[src/rtl/scan_seq_pkg.sv]
package scan_seq_pkg;

   typedef enum logic [2:0] {
      SEQ_IDLE,
      SEQ_PROBE,
      SEQ_PROBE_WAIT,
      SEQ_ADVANCE,
      SEQ_ADVANCE_WAIT
   } seq_state_t;

endpackage

[src/rtl/scan_reload_timer.sv]
module scan_reload_timer #(
   parameter int TMR_W = 16,
   parameter int VAL_W = 8
) (
   input  logic             clk,
   input  logic             rst_n,
   input  logic             load,
   input  logic             halt,
   input  logic [VAL_W-1:0] period,
   output logic             tick
);

   logic             running;
   logic [TMR_W-1:0] count;
   logic [TMR_W-1:0] reload_q;
   logic [TMR_W-1:0] reload_new;

   // upper bits all ones, lower bits hold all-ones minus the period value
   if (TMR_W > VAL_W) begin : g_pad
      assign reload_new = {{(TMR_W-VAL_W){1'b1}}, ~period};
   end else begin : g_same
      assign reload_new = ~period[TMR_W-1:0];
   end

   always_ff @(posedge clk or negedge rst_n) begin
      if (!rst_n) begin
         running  <= 1'b0;
         count    <= '0;
         reload_q <= '0;
      end else if (load) begin
         running  <= 1'b1;
         count    <= reload_new;
         reload_q <= reload_new;
      end else if (halt) begin
         running  <= 1'b0;
      end else if (running) begin
         count    <= (count == '1) ? reload_q : count + TMR_W'(1);
      end
   end

   assign tick = running && (count == '1);

endmodule

[src/rtl/scan_pulse_gen.sv]
module scan_pulse_gen #(
   parameter int HALF_CYCLES = 10
) (
   input  logic clk,
   input  logic rst_n,
   input  logic start,
   output logic clk_o,
   output logic active_o,
   output logic done_o
);

   localparam int PW = (HALF_CYCLES > 1) ? $clog2(HALF_CYCLES) : 1;
   localparam logic [PW-1:0] PHASE_LAST = PW'(HALF_CYCLES - 1);

   logic [PW-1:0] phase_cnt;

   always_ff @(posedge clk or negedge rst_n) begin
      if (!rst_n) begin
         clk_o     <= 1'b0;
         active_o  <= 1'b0;
         done_o    <= 1'b0;
         phase_cnt <= '0;
      end else begin
         done_o <= 1'b0;
         if (!active_o) begin
            if (start) begin
               active_o  <= 1'b1;
               clk_o     <= 1'b1;
               phase_cnt <= PHASE_LAST;
            end
         end else if (phase_cnt != '0) begin
            phase_cnt <= phase_cnt - PW'(1);
         end else if (clk_o) begin
            clk_o     <= 1'b0;
            phase_cnt <= PHASE_LAST;
         end else begin
            active_o  <= 1'b0;
            done_o    <= 1'b1;
         end
      end
   end

endmodule

[src/rtl/scan_seek_ctrl.sv]
module scan_seek_ctrl
   import scan_seq_pkg::*;
#(
   parameter int VAL_W      = 8,
   parameter int SEEK_LIMIT = 255
) (
   input  logic             clk,
   input  logic             rst_n,
   input  logic             go_seek,
   input  logic             go_any,
   input  logic [VAL_W-1:0] target,
   input  logic             sync_in,
   input  logic             pulse_done,
   output logic             pulse_req,
   output logic             busy_o,
   output logic             done_o,
   output logic             err_o
);

   localparam int SW = $clog2(SEEK_LIMIT + 1);
   localparam logic [SW-1:0] BUDGET = SW'(SEEK_LIMIT);

   seq_state_t       state;
   logic [SW-1:0]    probes;
   logic [VAL_W-1:0] remain;

   always_ff @(posedge clk or negedge rst_n) begin
      if (!rst_n) begin
         state  <= SEQ_IDLE;
         probes <= '0;
         remain <= '0;
         done_o <= 1'b0;
         err_o  <= 1'b0;
      end else begin
         done_o <= 1'b0;
         unique case (state)
            SEQ_IDLE: begin
               if (go_any) err_o <= 1'b0;
               if (go_seek) begin
                  state  <= SEQ_PROBE;
                  probes <= '0;
                  remain <= target;
               end
            end
            SEQ_PROBE: begin
               if (!sync_in) begin
                  state <= SEQ_ADVANCE;
               end else if (probes == BUDGET) begin
                  err_o  <= 1'b1;
                  done_o <= 1'b1;
                  state  <= SEQ_IDLE;
               end else begin
                  probes <= probes + SW'(1);
                  state  <= SEQ_PROBE_WAIT;
               end
            end
            SEQ_PROBE_WAIT: if (pulse_done) state <= SEQ_PROBE;
            SEQ_ADVANCE: begin
               if (remain == '0) begin
                  done_o <= 1'b1;
                  state  <= SEQ_IDLE;
               end else begin
                  remain <= remain - VAL_W'(1);
                  state  <= SEQ_ADVANCE_WAIT;
               end
            end
            SEQ_ADVANCE_WAIT: if (pulse_done) state <= SEQ_ADVANCE;
            default: state <= SEQ_IDLE;
         endcase
      end
   end

   always_comb begin
      pulse_req = 1'b0;
      if (state == SEQ_PROBE)   pulse_req = sync_in && (probes != BUDGET);
      if (state == SEQ_ADVANCE) pulse_req = (remain != '0);
   end

   assign busy_o = (state != SEQ_IDLE);

endmodule

[src/rtl/scan_clock_seq.sv]
module scan_clock_seq #(
   parameter int HALF_CYCLES = 10,
   parameter int SEEK_LIMIT  = 255,
   parameter int VAL_W       = 8,
   parameter int TMR_W       = 16
) (
   input  logic             clk,
   input  logic             rst_n,
   input  logic             cmd_valid,
   input  logic             cmd_cont,
   input  logic [VAL_W-1:0] cmd_value,
   input  logic             sync_in,
   output logic             scan_clk,
   output logic             busy,
   output logic             done,
   output logic             seek_err
);

   if (HALF_CYCLES < 1) begin : g_bad_half
      $error("HALF_CYCLES must be at least 1");
   end
   if (SEEK_LIMIT < 1) begin : g_bad_limit
      $error("SEEK_LIMIT must be at least 1");
   end
   if (TMR_W < VAL_W) begin : g_bad_tmr
      $error("TMR_W must not be narrower than VAL_W");
   end

   logic ctrl_busy, ctrl_req, pulse_active, pulse_done, tmr_tick;
   logic cmd_take, go_seek, go_cont, pulse_start;

   assign busy     = ctrl_busy | pulse_active;
   assign cmd_take = cmd_valid & ~busy;
   assign go_seek  = cmd_take & ~cmd_cont;
   assign go_cont  = cmd_take &  cmd_cont;

   // a command taken this cycle wins over a timer tick
   assign pulse_start = ctrl_req | (tmr_tick & ~ctrl_busy & ~cmd_take);

   scan_reload_timer #(.TMR_W(TMR_W), .VAL_W(VAL_W)) u_timer (
      .clk    (clk),
      .rst_n  (rst_n),
      .load   (go_cont),
      .halt   (go_seek),
      .period (cmd_value),
      .tick   (tmr_tick)
   );

   scan_pulse_gen #(.HALF_CYCLES(HALF_CYCLES)) u_pulse (
      .clk      (clk),
      .rst_n    (rst_n),
      .start    (pulse_start),
      .clk_o    (scan_clk),
      .active_o (pulse_active),
      .done_o   (pulse_done)
   );

   scan_seek_ctrl #(.VAL_W(VAL_W), .SEEK_LIMIT(SEEK_LIMIT)) u_ctrl (
      .clk        (clk),
      .rst_n      (rst_n),
      .go_seek    (go_seek),
      .go_any     (cmd_take),
      .target     (cmd_value),
      .sync_in    (sync_in),
      .pulse_done (pulse_done),
      .pulse_req  (ctrl_req),
      .busy_o     (ctrl_busy),
      .done_o     (done),
      .err_o      (seek_err)
   );

endmodule

[config.mk]
export PLATFORM = sky130hd
export DESIGN_NAME = scan_clock_seq
export DESIGN_NICKNAME = d
export VERILOG_FILES = /design/src/rtl/scan_seq_pkg.sv /design/src/rtl/scan_reload_timer.sv /design/src/rtl/scan_pulse_gen.sv /design/src/rtl/scan_seek_ctrl.sv /design/src/rtl/scan_clock_seq.sv
export SDC_FILE = /design/constraint.sdc
export NUM_CORES = 1
export LEC_CHECK = 0
export ABC_AREA = 1
export BUFFER_PORTS_ARGS = -buffer_cell sky130_fd_sc_hd__buf_2
export CAP_MARGIN = 20
export CORE_MARGIN = 2
export CORE_UTILIZATION = 60
export CTS_BUF_LIST = sky130_fd_sc_hd__clkbuf_8
export CTS_CLUSTER_DIAMETER = 200
export CTS_CLUSTER_SIZE = 30
export DETAILED_ROUTE_END_ITERATION = 8
export HOLD_SLACK_MARGIN = 0.1
export PLACE_DENSITY = 0.89
export SLEW_MARGIN = 10
export SYNTH_ARGS = -nofsm -noshare
export SYNTH_HDL_FRONTEND = slang
export SYNTH_SLANG_ARGS = --single-unit
[constraint.sdc]
create_clock -name clk -period 3 [get_ports clk]
set_clock_uncertainty 0.15 [all_clocks]
set_input_delay 0.45 -clock clk [delete_from_list [all_inputs] [get_ports clk]]
set_output_delay 0.45 -clock clk [all_outputs]
set_load 0.05 [all_outputs]
# After elaboration in Yosys (flattened, before gate mapping)
# Cells that the tools add are included.
[word_totals] ff_bits=54 input_bits=13 elab_cells=109 output_inout_bits=4
[op_classes] reduce_logical=19 mux=44 bitwise_logic=12 addsub=4 eq_ne=18
[op_table] operator="$mux 16" count=4
[op_table] operator="$mux 8" count=5
[op_table] operator="$pmux 8 s2" count=2
[op_table] operator="$mux 1" count=20
[op_table] operator="$add 16x1->16 const B" count=1
[op_table] operator="$eq 16x16->1 const B" count=1
[op_table] operator="$mux 4" count=4
[op_table] operator="$ne 2x2->1 const B" count=8
[op_table] operator="$mux 3" count=5
[op_table] operator="$pmux 3 s5" count=1
[op_table] operator="$reduce_bool 2->1" count=5
[op_table] operator="$add 8x1->8 const B" count=1
[op_table] operator="$eq 8x8->1 const B" count=1
[op_table] operator="$logic_not 8->1" count=1
[op_table] operator="$ne 8x8->1 const B" count=1
[op_table] operator="$not 8->8" count=1
[op_table] operator="$reduce_and 4->1" count=2
[op_table] operator="$reduce_bool 8->1" count=1
[op_table] operator="$sub 8x1->8 const B" count=1
[op_table] operator="$eq 3x2->1 const B" count=2
[op_table] operator="$reduce_and 2->1" count=3
[op_table] operator="$reduce_and 3->1" count=2
[op_table] operator="$and 1x1->1" count=5
[op_table] operator="$ne 2x1->1 const B" count=2
[op_table] operator="other kinds (12)" count=18

# Longest topological paths before layout
# Gate-level depths: netlist (run 1).
[logic_depth] ltp_word=9 depth_mapped=11 mapped_depth_nobuf=11

# Hierarchy
# Synthesis (run 1) repeated with hierarchy kept, for this count alone.
[hier_totals] hier_cells=469 area_unflattened_um2=3372.0
[by_module_without_submodules] mod="scan_reload_timer" instances=1 area_each_um2=1529.0 cells_each=203
[by_module_without_submodules] mod="scan_seek_ctrl" instances=1 area_each_um2=1437.6 cells_each=213
[by_module_without_submodules] mod="scan_pulse_gen" instances=1 area_each_um2=355.3 cells_each=41
[by_module_without_submodules] mod="scan_clock_seq" instances=1 area_each_um2=50.0 cells_each=12

# Least setup slack after synthesis (run 1)
# Ideal clock, no wire load.
[synth_timing] path_kind="reg-to-reg" from="register u_timer.count[0]" to="register u_pulse.phase_cnt[0]" required_ns=2.731 path_slack_ns=1.314 synth_period_minus_slack_ns=1.686 stages_incl_launch_ff=11 n_path_buf=0 arrival_ns=1.417 setup_ns=0.119 path_cell_list="dfrtp_1 -> ha_1 -> nand2_2 -> nor2_2 -> nand2_2 -> nor2_8 -> nand3_1 -> nand2_1 -> nand2_2 -> nand3_1 -> nand2_1"
[synth_via] elab_chain_len=7
[synth_rtl] element="from (decl)" line_no="scan_reload_timer.sv:14" text="logic [TMR_W-1:0] count;"
[synth_rtl] element="from (signal assigned)" line_no="scan_reload_timer.sv:32" text="count <= reload_new;"
[synth_rtl] element="from (signal assigned)" line_no="scan_reload_timer.sv:37" text="count <= (count == '1) ? reload_q : count + TMR_W'(1);"
[synth_rtl] element="$eq 16x16->1" line_no="scan_reload_timer.sv:41" text="assign tick = running && (count == '1);"
[synth_rtl] element="$logic_and 1x1->1" line_no="scan_reload_timer.sv:41"
[synth_rtl] element="$and 1x1->1 (2 in series)" line_no="scan_clock_seq.sv:38" text="assign pulse_start = ctrl_req | (tmr_tick & ~ctrl_busy & ~cmd_take);"
[synth_rtl] element="$or 1x1->1" line_no="scan_clock_seq.sv:38"
[synth_rtl] element="$reduce_bool 2->1 (no source line)"
[synth_rtl] element="$reduce_and 2->1 (no source line)"
[synth_rtl] element="to (signal assigned)" line_no="scan_pulse_gen.sv:32" text="phase_cnt <= phase_cnt - PW'(1);"
[synth_rtl] element="to (decl)" line_no="scan_pulse_gen.sv:15" text="logic [PW-1:0] phase_cnt;"
# Every way passes these cells.
# A chain may end at the register's enable or synchronous reset.

# Worst setup path after layout (run 1)
[layout_timing] from="register u_ctrl.state[2]" to="register u_ctrl.remain[4]"
[layout_via] elab_chain_len=7 elab_cells_between_ends=12 cone_classes="eq/ne: 3; mux: 1; bitwise: 4; reduce/logical: 4"
[layout_rtl] element="from (decl)" line_no="scan_seek_ctrl.sv:23" text="seq_state_t state;"
[layout_rtl] element="from (signal assigned)" line_no="scan_seek_ctrl.sv:29" text="state <= SEQ_IDLE;"
[layout_rtl] element="from (signal assigned)" line_no="scan_seek_ctrl.sv:40" text="state <= SEQ_PROBE;"
[layout_rtl] element="from (signal assigned)" line_no="scan_seek_ctrl.sv:47" text="state <= SEQ_ADVANCE;"
[layout_rtl] element="$reduce_bool 3->1" line_no="scan_seek_ctrl.sv:79" text="assign busy_o = (state != SEQ_IDLE);"
[layout_rtl] element="$or 1x1->1" line_no="scan_clock_seq.sv:32" text="assign busy = ctrl_busy | pulse_active;"
[layout_rtl] element="$not 1->1" line_no="scan_clock_seq.sv:33" text="assign cmd_take = cmd_valid & ~busy;"
[layout_rtl] element="$and 1x1->1" line_no="scan_clock_seq.sv:33"
[layout_rtl] element="$and 1x1->1" line_no="scan_clock_seq.sv:34" text="assign go_seek = cmd_take & ~cmd_cont;"
[layout_rtl] element="$ne 2x2->1 (no source line)"
[layout_rtl] element="$reduce_and 3->1 (no source line)"
[layout_rtl] element="to (signal assigned)" line_no="scan_seek_ctrl.sv:42" text="remain <= target;"
[layout_rtl] element="to (signal assigned)" line_no="scan_seek_ctrl.sv:63" text="remain <= remain - VAL_W'(1);"
[layout_rtl] element="to (decl)" line_no="scan_seek_ctrl.sv:25" text="logic [VAL_W-1:0] remain;"
# Parallel ways exist; a longest one is shown, timed or not.

==> impl_results.md, run 1 <==
* Pre-antenna DRT Iters at 5
* Routed WL at roughly 7.0 mm
* DRC Markers at 0
* RD Place Congestion at 0.892
* Crit. End Element: flop
* Ys async rst share at 1.00
* Worst-Margin Slew at 0.631 ns
* Slew Limit Fails at 0
* Worst skew pair latency at 0.31 ns
* Synth Area in Adders at 0.0192
* Root Driver: clkbuf_8
* Worst r2r path cells at 8
* Final worst path period share at 0.819
* Data arrival, critical path at between 2 and 2.5 ns
* Final Power at 3110 uW
* Number of diodes at 0
* Hpwl dp at 5.10 mm
* Required time of the critical path at 3.03 ns
* GRT Residual Overflow at 0
* Post-synthesis mux area share at 0
* Setup Buffers After CTS at 0
* Commonest non-fill, non-tap cells in the layout: nand2_1 (134), nor2_1 (62), dfrtp_1 (54)
* Final ANT Viol Nets at 0
* TritonCTS clock tree: built
* Starting Density at 0.629
* Top_reg_cell synth: dfrtp_1
* Post-synthesis register bit count at 54
* Max-cap viol count at 0
* Vias per Instance at ~5.5
* Combinational share of power at 0.473
* All-Layer GR Usage at 0.257
* Fmax at 407 MHz
* WL/cell at 13.0 um
* Initial drt markers at approximately 250
* Psw at ~1500 uW
* Library cells used by synthesis at 33
* Hold Crit Depth at 3
* Net Sw Frac at 0.466
* Initial antenna violation count at 0
* GR Layer Usage met1 at 0.343
* Crit path max fanout at 12
* Gr busiest metal: met2
* Cell Pwr Density at between 900 and 1000 nW/um^2
* Worst slew margin at 0.579
* Die area at 6030 um^2
* Area share of and/or/nand/nor cells after synthesis at 0.360
* Leak Pwr at 0.00181 uW
* Most common cell after layout, fill and taps aside: nand2_1
* Int Pwr at between 1500 and 2000 uW
* Clock power frac at 0.123
* Worst Hold Class: in -> reg
* Die width at 77.7 um
* Met3 Usage GRT at 0.0326
* CTS Buf Count at 5
* Sum of negative setup slack at 0 ns
* EDFF count, synth at 0
* YS warnings at 0
* Synth Area in Compound Gates at 0.0899
* Mapped Cells at around 450
* Vias in the first global route at 2,818
* Ratio of cells with drive above 1 in the final layout at 0.0985
* Largest family of logic cells by synthesized area: simple AND/OR/NAND/NOR gates
* Maximum buffer depth of the clock tree at 2
* Number of gates resized after CTS at 0
* Status: completed
* Syn Std Cell Area at roughly 3300 um^2
* Core footprint at ~5200 um^2
* Die Ht at 77.7 um
* Max IR drop VDD at 0.000528 V
* Largest net degree at the start of global routing at 36
* GRT met2 Usage at 0.435
* Clock Sinks at 54
* Seq/Total Area, Yosys at 0.415
* Synth Area per Inst at around 7.2 um^2
* P&R area growth vs syn at 5.73%
* Sequential power share at 0.404
* PortBufs at 16
* Layout filler cell count at 430
* IO Count at 17
* Setup crit start kind: flop
* RSZ-0062 raised after global routing: false
* Critical path class: reg -> reg
* Global-route wire length before repair at 12.6 mm
* Minimum clock period at 2.46 ns
* H-Tree Level Count at 2
* Clock Pin Slew Worst Setup and Hold Paths at 0.10 ns
* Final Hold Viols at 0
* FP Rows at 26
* Post-Syn Nets at 469
* Final setup vio count at 0
* Vias at 2,958
* Nets at approximately 490
* Synth Area in XOR/XNOR at 0.0350
[area by class of cell]
class / count / area [um^2] / share of cell area
clock buffers: 5 / 68.8 / 0.0200
clock inverters: 2 / 7.51 / 0.00218
inverters: 50 / 188 / 0.0545
multi-input cells: 338 / 1640 / 0.477
flip-flops and latches: 54 / 1350 / 0.393
well taps: 70 / 87.6 / 0.0254
repair buffers: 18 / 97.6 / 0.0284
[Yosys cell counts, types with 2 or more instances]
cell type	count	area, um^2
clkbuf_1	2	7.51
nor2_2	3	18.8
a21oi_1	13	65.1
ha_1	5	62.6
nand2_1	134	503
o21ai_0	22	110
xnor2_1	2	17.5
or2_2	6	37.5
inv_2	3	11.3
buf_6	4	45.0
nand2_4	2	22.5
a21oi_2	3	26.3
or2_1	2	12.5
dfrtp_1	54	1350
o211ai_1	2	15.0
o21ai_1	7	35.0
nand4_1	6	37.5
nand3_1	37	185
inv_1	47	176
buf_4	3	22.5
nand2_2	4	25.0
xor2_1	11	96.3
o21bai_1	2	15.0
nor2_1	62	233
nor3_1	7	35.0
[sequential cells by signal, summed over array words and instances, names as in the netlist]
register,cells
u_ctrl.state,3
u_timer.running,1
u_ctrl.remain,8
u_timer.reload_q,9
u_pulse.phase_cnt,4
u_ctrl.done_o,1
u_pulse.active_o,1
u_timer.count,16
u_ctrl.err_o,1
u_pulse.clk_o,1
u_pulse.done_o,1
u_ctrl.probes,8
[power by group through the flow]
stage,registers [uW],logic [uW],clock network (uW)
4_1_cts,1250,1470,384
5_1_grt,1300,1720,412
3_3_place_gp,1250,1400,0
2_1_floorplan,1250,1190,0
6_report,1260,1470,383
3_5_place_dp,1260,1460,0
[kinds of logic (layout without fill, tap and decap cells)]
logic type      after synthesis  after routing
simple gates                268            268
xor+xnor                     13             13
compound gates               52             52
buf+inv                      59             75
flops                        54             54
fa+ha+maj                     5              5
[worst max-delay path, stage by stage, from the launching register on]
cell and delay (ns):
dfrtp_1 0.40, inv_2 0.14, nand3_1 0.33, inv_1 0.36, o21ai_1 0.16, a21oi_2 0.47
inv_1 0.18, nand2_1 0.08, o21ai_0 0.08
[routing by layer]
metal	share of wire	wire length (um)
met2	0.49	3460
met4	0.017	121
met3	0.051	357
met1	0.44	3050
met5	0	0
[through the flow]
stage | worst slack, ns | utilization | cells | area (um^2) | hold WS, ns
floorplan | 1.31 | - | 451 | 3260 | 0.00441
global placement | 0.659 | 0.649 | 529 | 3360 | 0.268
detailed placement | 0.570 | 0.649 | 529 | 3360 | 0.277
CTS | 0.552 | 0.665 | 537 | 3440 | 0.285
global route | 0.173 | 0.665 | 537 | 3440 | 0.301
finish | 0.544 | 0.665 | 537 | 3440 | 0.280
[worst paths after layout]
kind / startpoint / end / slack, ns
worst max-delay path: u_ctrl.state[2] / u_ctrl.remain[4] / 0.54
worst max register to register: u_ctrl.state[2] / u_ctrl.remain[4] / 0.54
min in group asynchronous: rst_n / u_ctrl.probes[3] / 0.47
worst min register to register: u_pulse.done_o / u_ctrl.state[2] / 0.34
worst min-delay path: cmd_value[5] / u_timer.reload_q[5] / 0.28
max in group asynchronous: rst_n / u_timer.running / 1.43
[repair_timing]
| action | CTS | global route |
|---|---|---|
| endpoints found under the setup margin | 0 | 0 |
| hold buffers | 1 | 0 |
| hold endpoints to repair | 19 | 0 |
No activity file was read; power rests on OpenSTA's default activity.
==> run 2, diff against run 1 <==
Settings changed: CORE_UTILIZATION 60 to 57.
Clock period 3 ns to 2.1 ns, I/O delays scaled along.
==> impl_results.md, run 2 (same netlist as run 1, synthesis figures left out) <==
* Most common cell after layout, fill and taps aside: nand2_1
* Leak Pwr at 0.00188 uW (+3.5%)
* Worst skew pair latency at 0.31 ns (about the same)
* Final ANT Viol Nets at 0 (unchanged)
* Worst slew margin at 0.653 (+0.0743)
* Final setup vio count at 0 (unchanged)
* Vias per Instance at 5.41 (-1.7%)
* Crit-path max cell delay at 0.42 ns (-0.05 ns)
* CP cell instances: ha_1 > nand3_1 > nor2_1 > inv_1 > nand2_1 > nand2_1 > nand2_1 > buf_4 > nand2_1 > o31ai_1
* Initial antenna violation count at 0 (unchanged)
* Worst path slowest cell: dfrtp_1
* RSZ-0062 raised after global routing: false
* Crit path to: u_ctrl.probes[0]
* Die Ht at 79.6 um (+2.5%)
* RD Place Congestion at 0.882 (-1.2%)
* Global-route wire length before repair at 12.0 mm (-5.0%)
* FP Rows at 27 (+3.8%)
* Layout filler cell count at 435 (+1.2%)
* All-Layer GR Usage at 0.236 (-0.0210)
* Largest net degree at the start of global routing at 55 (+53%)
* Maximum buffer depth of the clock tree at 2 (unchanged)
* Minimum clock period at 1.96 ns (-0.494 ns)
* Ratio of cells with drive above 1 in the final layout at 0.121 (+0.0228)
* PortBufs at 16 (unchanged)
* Worst r2r path cells at 10 (+2)
* Cell Pwr Density at 1280 nW/um^2 (+42%)
* Fmax at 510 MHz (+25%)
* P&R area growth vs syn at 9.45%
* Hpwl dp at 4.95 mm (-2.9%)
* Final Hold Viols at 0 (unchanged)
* Final worst path period share at 0.934 (+0.116)
* Max-cap viol count at 0 (unchanged)
* Starting Density at 0.591 (-0.0382)
* WL/cell at 12.3 um (-5.2%)
* Data arrival, critical path at 2.04 ns (-0.45 ns)
* H-Tree Level Count at 2 (unchanged)
* Largest register FFs at 16 (unchanged)
* Number of diodes at 0 (unchanged)
* CTS Buf Count at 5 (unchanged)
* Critical path class: reg -> reg
* TritonCTS clock tree: built
* Worst Hold Class: in -> reg
* Commonest non-fill, non-tap cells in the layout: nand2_1 (134), nor2_1 (62), dfrtp_1 (54)
* Required time of the critical path at 2.17 ns (-0.86 ns)
* Reg2reg start: u_ctrl.probes[0]
* Root Driver: clkbuf_8
* Routed WL at 6.79 mm (-2.9%)
* Reg2reg setup slack at 0.14 ns (-0.41 ns)
* Max IR drop VDD at 0.000764 V (+45%)
* Initial drt markers at 235 (-6.4%)
* Worst reg2reg path endpoint: u_ctrl.probes[0]
* Die width at 79.6 um (+2.5%)
* Most frequent CP cell: nand2_1
* Setup crit start kind: flop
* Nets at 495 (+2.1%)
* Clock Sinks at 54 (unchanged)
* Crit. End Element: flop
* Worst Setup SP: u_ctrl.probes[0]
* Vias at 2,978 (+0.68%)
* Vias in the first global route at 2,792 (-0.92%)
* Hold Crit Depth at 3 (unchanged)
* Pre-antenna DRT Iters at 5 (unchanged)
* DRC Markers at 0 (unchanged)
* Clock Pin Slew Worst Setup and Hold Paths at 0.10 ns (about the same)
* Top flop regs: u_timer.count: 16 flops, u_timer.reload_q: 9 flops
* GRT Residual Overflow at 0 (unchanged)
* Worst-Margin Slew at 0.515 ns (-0.116 ns)
* Sum of negative setup slack at 0 ns (unchanged)
* Crit path max fanout at 7 (-5)
* Core footprint at 5510 um^2 (+6.5%)
* Biggest register: u_timer.count
* Die area at 6330 um^2 (+5.0%)
* Final Power at 4580 uW (+47%)
* IO Count at 17 (unchanged)
* Status: completed
* Slew Limit Fails at 0 (unchanged)
run 2: cell types whose count changed in the layout (fill, tap and decap cells not counted), sizes merged:
| cell | delta |
|---|---|
| clkinv | +2 |
| buf | +10 |
| inv | -1 |
run 2: per-layer routing:
metal  GRT usage  share of wire  vias up
met4      0.0862          0.011        0
li1            -              -     1478
met3      0.0339          0.049        6
met1       0.305           0.43     1412
met5           0              0        -
met2       0.404           0.50       82
run 2: area by class of cell:
cell class / instances / area, um^2 / share of cell area
Clock inverter: 3 / 17.5 / 0.00492
Inverter: 50 / 188 / 0.0527
Timing Repair Buffer: 28 / 198 / 0.0555
Multi-Input combinational cell: 338 / 1650 / 0.463
Clock buffer: 5 / 68.8 / 0.0193
Sequential cell: 54 / 1350 / 0.379
Tap cell: 72 / 90.1 / 0.0253
run 2: worst min path at each step:
stage / startpoint / end / slack, ns
after detailed placement: rst_n / u_pulse.active_o / 0.18
final: cmd_value[4] / u_timer.reload_q[4] / 0.14
after global routing: cmd_value[4] / u_timer.reload_q[4] / 0.15
after CTS: cmd_value[4] / u_timer.reload_q[4] / 0.13
after global placement: rst_n / u_pulse.active_o / 0.18
after floorplan: rst_n / u_ctrl.done_o / -0.13
run 2: power breakdown:
group          switching (uW)  internal [uW]
combinational            1420            785
clock                     346            232
sequential                354           1440
run 2: worst max-delay path, delay by kind of cell, from the launching register on:
family	cells	cell delay [ns]
AO/OA/AOI/OAI	1	0.07
adder cells (fa/ha/maj)	1	0.20
buffers and inverters	2	0.27
flip-flops	1	0.42
AND/OR/NAND/NOR	6	0.77
run 2: metrics by stage:
stage / cell area, um^2 / util / hold slack [ns] / worst slack [ns] / instances
2_1_floorplan: 3260 / - / -0.131 / 0.414 / 451
3_3_place_gp: 3420 / 0.620 / 0.180 / 0.208 / 537
3_5_place_dp: 3420 / 0.620 / 0.182 / 0.126 / 537
4_1_cts: 3510 / 0.638 / 0.133 / 0.127 / 546
5_1_grt: 3560 / 0.647 / 0.152 / 0.00332 / 550
6_report: 3560 / 0.647 / 0.138 / 0.138 / 550
run 2: what timing repair did:
item / CTS / global route
hold endpoints to repair: 54 / 0
setup buffers: 0 / 4
setup endpoints to repair: 0 / 8
gates resized for setup: 0 / 1
hold buffers: 1 / 0
==> run 3, diff against run 2 <==
Settings changed: CORE_UTILIZATION 57 to 60.
Clock period 2.1 ns to 2.17 ns, I/O delays scaled along.
==> impl_results.md, run 3 (same netlist as run 1, synthesis figures left out) <==
* CP cell instances: ha_1 > nand2_2 > nor2_2 > nand2_2 > nor2_8 > nand3_1 > nand2_1 > nand2_2 > nand3_1 > nand2_1
* Fmax at 504 MHz (-1.1%)
* Final Hold Viols at 0 (unchanged)
* Commonest non-fill, non-tap cells in the layout: nand2_1 (134), nor2_1 (62), dfrtp_1 (54)
* Required time of the critical path at 2.22 ns (+0.05 ns)
* IO Count at 17 (unchanged)
* Root Driver: clkbuf_8
* Starting Density at 0.629 (+0.0382)
* Leak Pwr at 0.00185 uW (-1.4%)
* Initial antenna violation count at 0 (unchanged)
* Die Ht at 77.7 um (-2.4%)
* Ratio of cells with drive above 1 in the final layout at 0.114 (-0.00741)
* Core footprint at 5170 um^2 (-6.1%)
* Crit. End Element: flop
* Max IR drop VDD at 0.000798 V (+4.4%)
* Number of gates resized after CTS at 0 (unchanged)
* RSZ-0062 raised after global routing: false
* Maximum buffer depth of the clock tree at 2 (unchanged)
* Minimum clock period at 1.98 ns (+0.0215 ns)
* Most frequent CP cell: nand2_2
* Clock Sinks at 54 (unchanged)
* Routed WL at 6.82 mm (+0.38%)
* DRC Markers at 0 (unchanged)
* Setup crit start kind: flop
* Worst Hold Class: in -> reg
* Largest register FFs at 16 (unchanged)
* Clock Pin Slew Worst Setup and Hold Paths at 0.09 ns (about the same)
* GRT Residual Overflow at 0 (unchanged)
* Number of diodes at 0 (unchanged)
* Nets at 491 (-0.81%)
* CTS Buf Count at 5 (unchanged)
* Final ANT Viol Nets at 0 (unchanged)
* All-Layer GR Usage at 0.246 (+0.00954)
* Global-route wire length before repair at 12.0 mm (+0.64%)
* FP Rows at 26 (-3.7%)
* Sum of negative setup slack at 0 ns (unchanged)
* Worst-Margin Slew at 0.666 ns (+0.151 ns)
* Biggest register: u_timer.count
* WL/cell at 12.5 um (+1.5%)
* Final setup vio count at 0 (unchanged)
* Vias in the first global route at 2,748 (-1.6%)
* Initial drt markers at 188 (-20%)
* Max-cap viol count at 0 (unchanged)
* Worst r2r path cells at 10 (unchanged)
* RD Place Congestion at 0.868 (-1.6%)
* Vias per Instance at 5.42 (about the same)
* Slew Limit Fails at 0 (unchanged)
* Pre-antenna DRT Iters at 5 (unchanged)
* Critical path class: reg -> reg
* Top flop regs: u_timer.count: 16 flops, u_timer.reload_q: 9 flops
* Hpwl dp at 5.09 mm (+2.8%)
* Worst path slowest cell: dfrtp_1
* H-Tree Level Count at 2 (unchanged)
* Die area at 6030 um^2 (-4.8%)
* Cell Pwr Density at 1260 nW/um^2 (-1.6%)
* Vias at 2,946 (-1.1%)
* Crit path max fanout at 11 (+4)
* Final core utilization at 0.677 (+0.0299)
* Data arrival, critical path at 2.04 ns (about the same)
* P&R area growth vs syn at 7.57%
* Die width at 77.7 um (-2.4%)
* Worst skew pair latency at 0.31 ns (about the same)
* Most common cell after layout, fill and taps aside: nand2_1
* Worst slew margin at 0.556 (-0.0970)
* Final worst path period share at 0.914 (-0.0202)
* TritonCTS clock tree: built
* Hold Crit Depth at 4 (+1)
* Largest net degree at the start of global routing at 55 (unchanged)
* Status: completed
* PortBufs at 16 (unchanged)
* Crit-path max cell delay at 0.42 ns (about the same)
## run 3: cell count changes in the layout (fill, tap and decap cells not counted)
cell      previous run  this run
buf_12               2         0
clkinv_4             1         0
nand2_4              1         2
clkbuf_8             5         6
buf_4                9         7
nand2_8              1         0
## run 3: worst paths after layout
check,from,end,slack (ns)
max reg2reg,u_timer.count[0],u_pulse.phase_cnt[1],0.19
min reg2reg,u_pulse.done_o,u_ctrl.state[2],0.31
min,cmd_value[3],u_timer.reload_q[3],0.16
min in group asynchronous,rst_n,u_ctrl.probes[4],0.51
max in group asynchronous,rst_n,u_timer.count[8],0.91
max,u_timer.count[0],u_pulse.phase_cnt[1],0.19
## run 3: area by class of cell
type,instances,area (um^2)
clock buffer,6,82.6
clock inverter,2,8.76
fill,404,1670
inverter,50,188
multi-input combinational,338,1640
sequential,54,1350
tap,70,87.6
timing repair buffer,24,143
## run 3: worst max-delay path, delay by kind of cell, from the launching register on
family / cells / cell delay, ns
and+or+nand+nor: 9 / 1.09
DFF: 1 / 0.42
adders and majority gates: 1 / 0.21
## run 3: per-layer routing
layer / global-route usage / vias to the layer above / share of wire
li1: - / 1476 / -
met1: 0.324 / 1394 / 0.45
met2: 0.428 / 68 / 0.50
met3: 0.0349 / 8 / 0.034
met4: 0.0571 / 0 / 0.0098
met5: 0 / - / 0
## run 3: stage by stage
step | hold slack [ns] | instances | setup WS (ns) | area, um^2 | total power (uW)
after floorplan | -0.120 | 451 | 0.484 | 3260 | 3380
after global placement | 0.296 | 535 | 0.345 | 3400 | 3720
after detailed placement | 0.307 | 535 | 0.209 | 3400 | 3840
after CTS | 0.154 | 544 | 0.183 | 3500 | 4410
after global routing | 0.154 | 544 | 0.0220 | 3500 | 4810
final | 0.155 | 544 | 0.186 | 3500 | 4430
## run 3: timing repair
item,in CTS,in global routing
endpoints found under the hold margin,54,0
buffers inserted,0,0
hold buffers,1,0
## run 3: report_power, final
group | switching (uW) | leakage (uW) | internal (uW)
clock network | 323 | 0.0000524 | 254
logic | 1370 | 0.00114 | 740
registers | 351 | 0.000655 | 1390
total | 2040 | 0.00185 | 2390
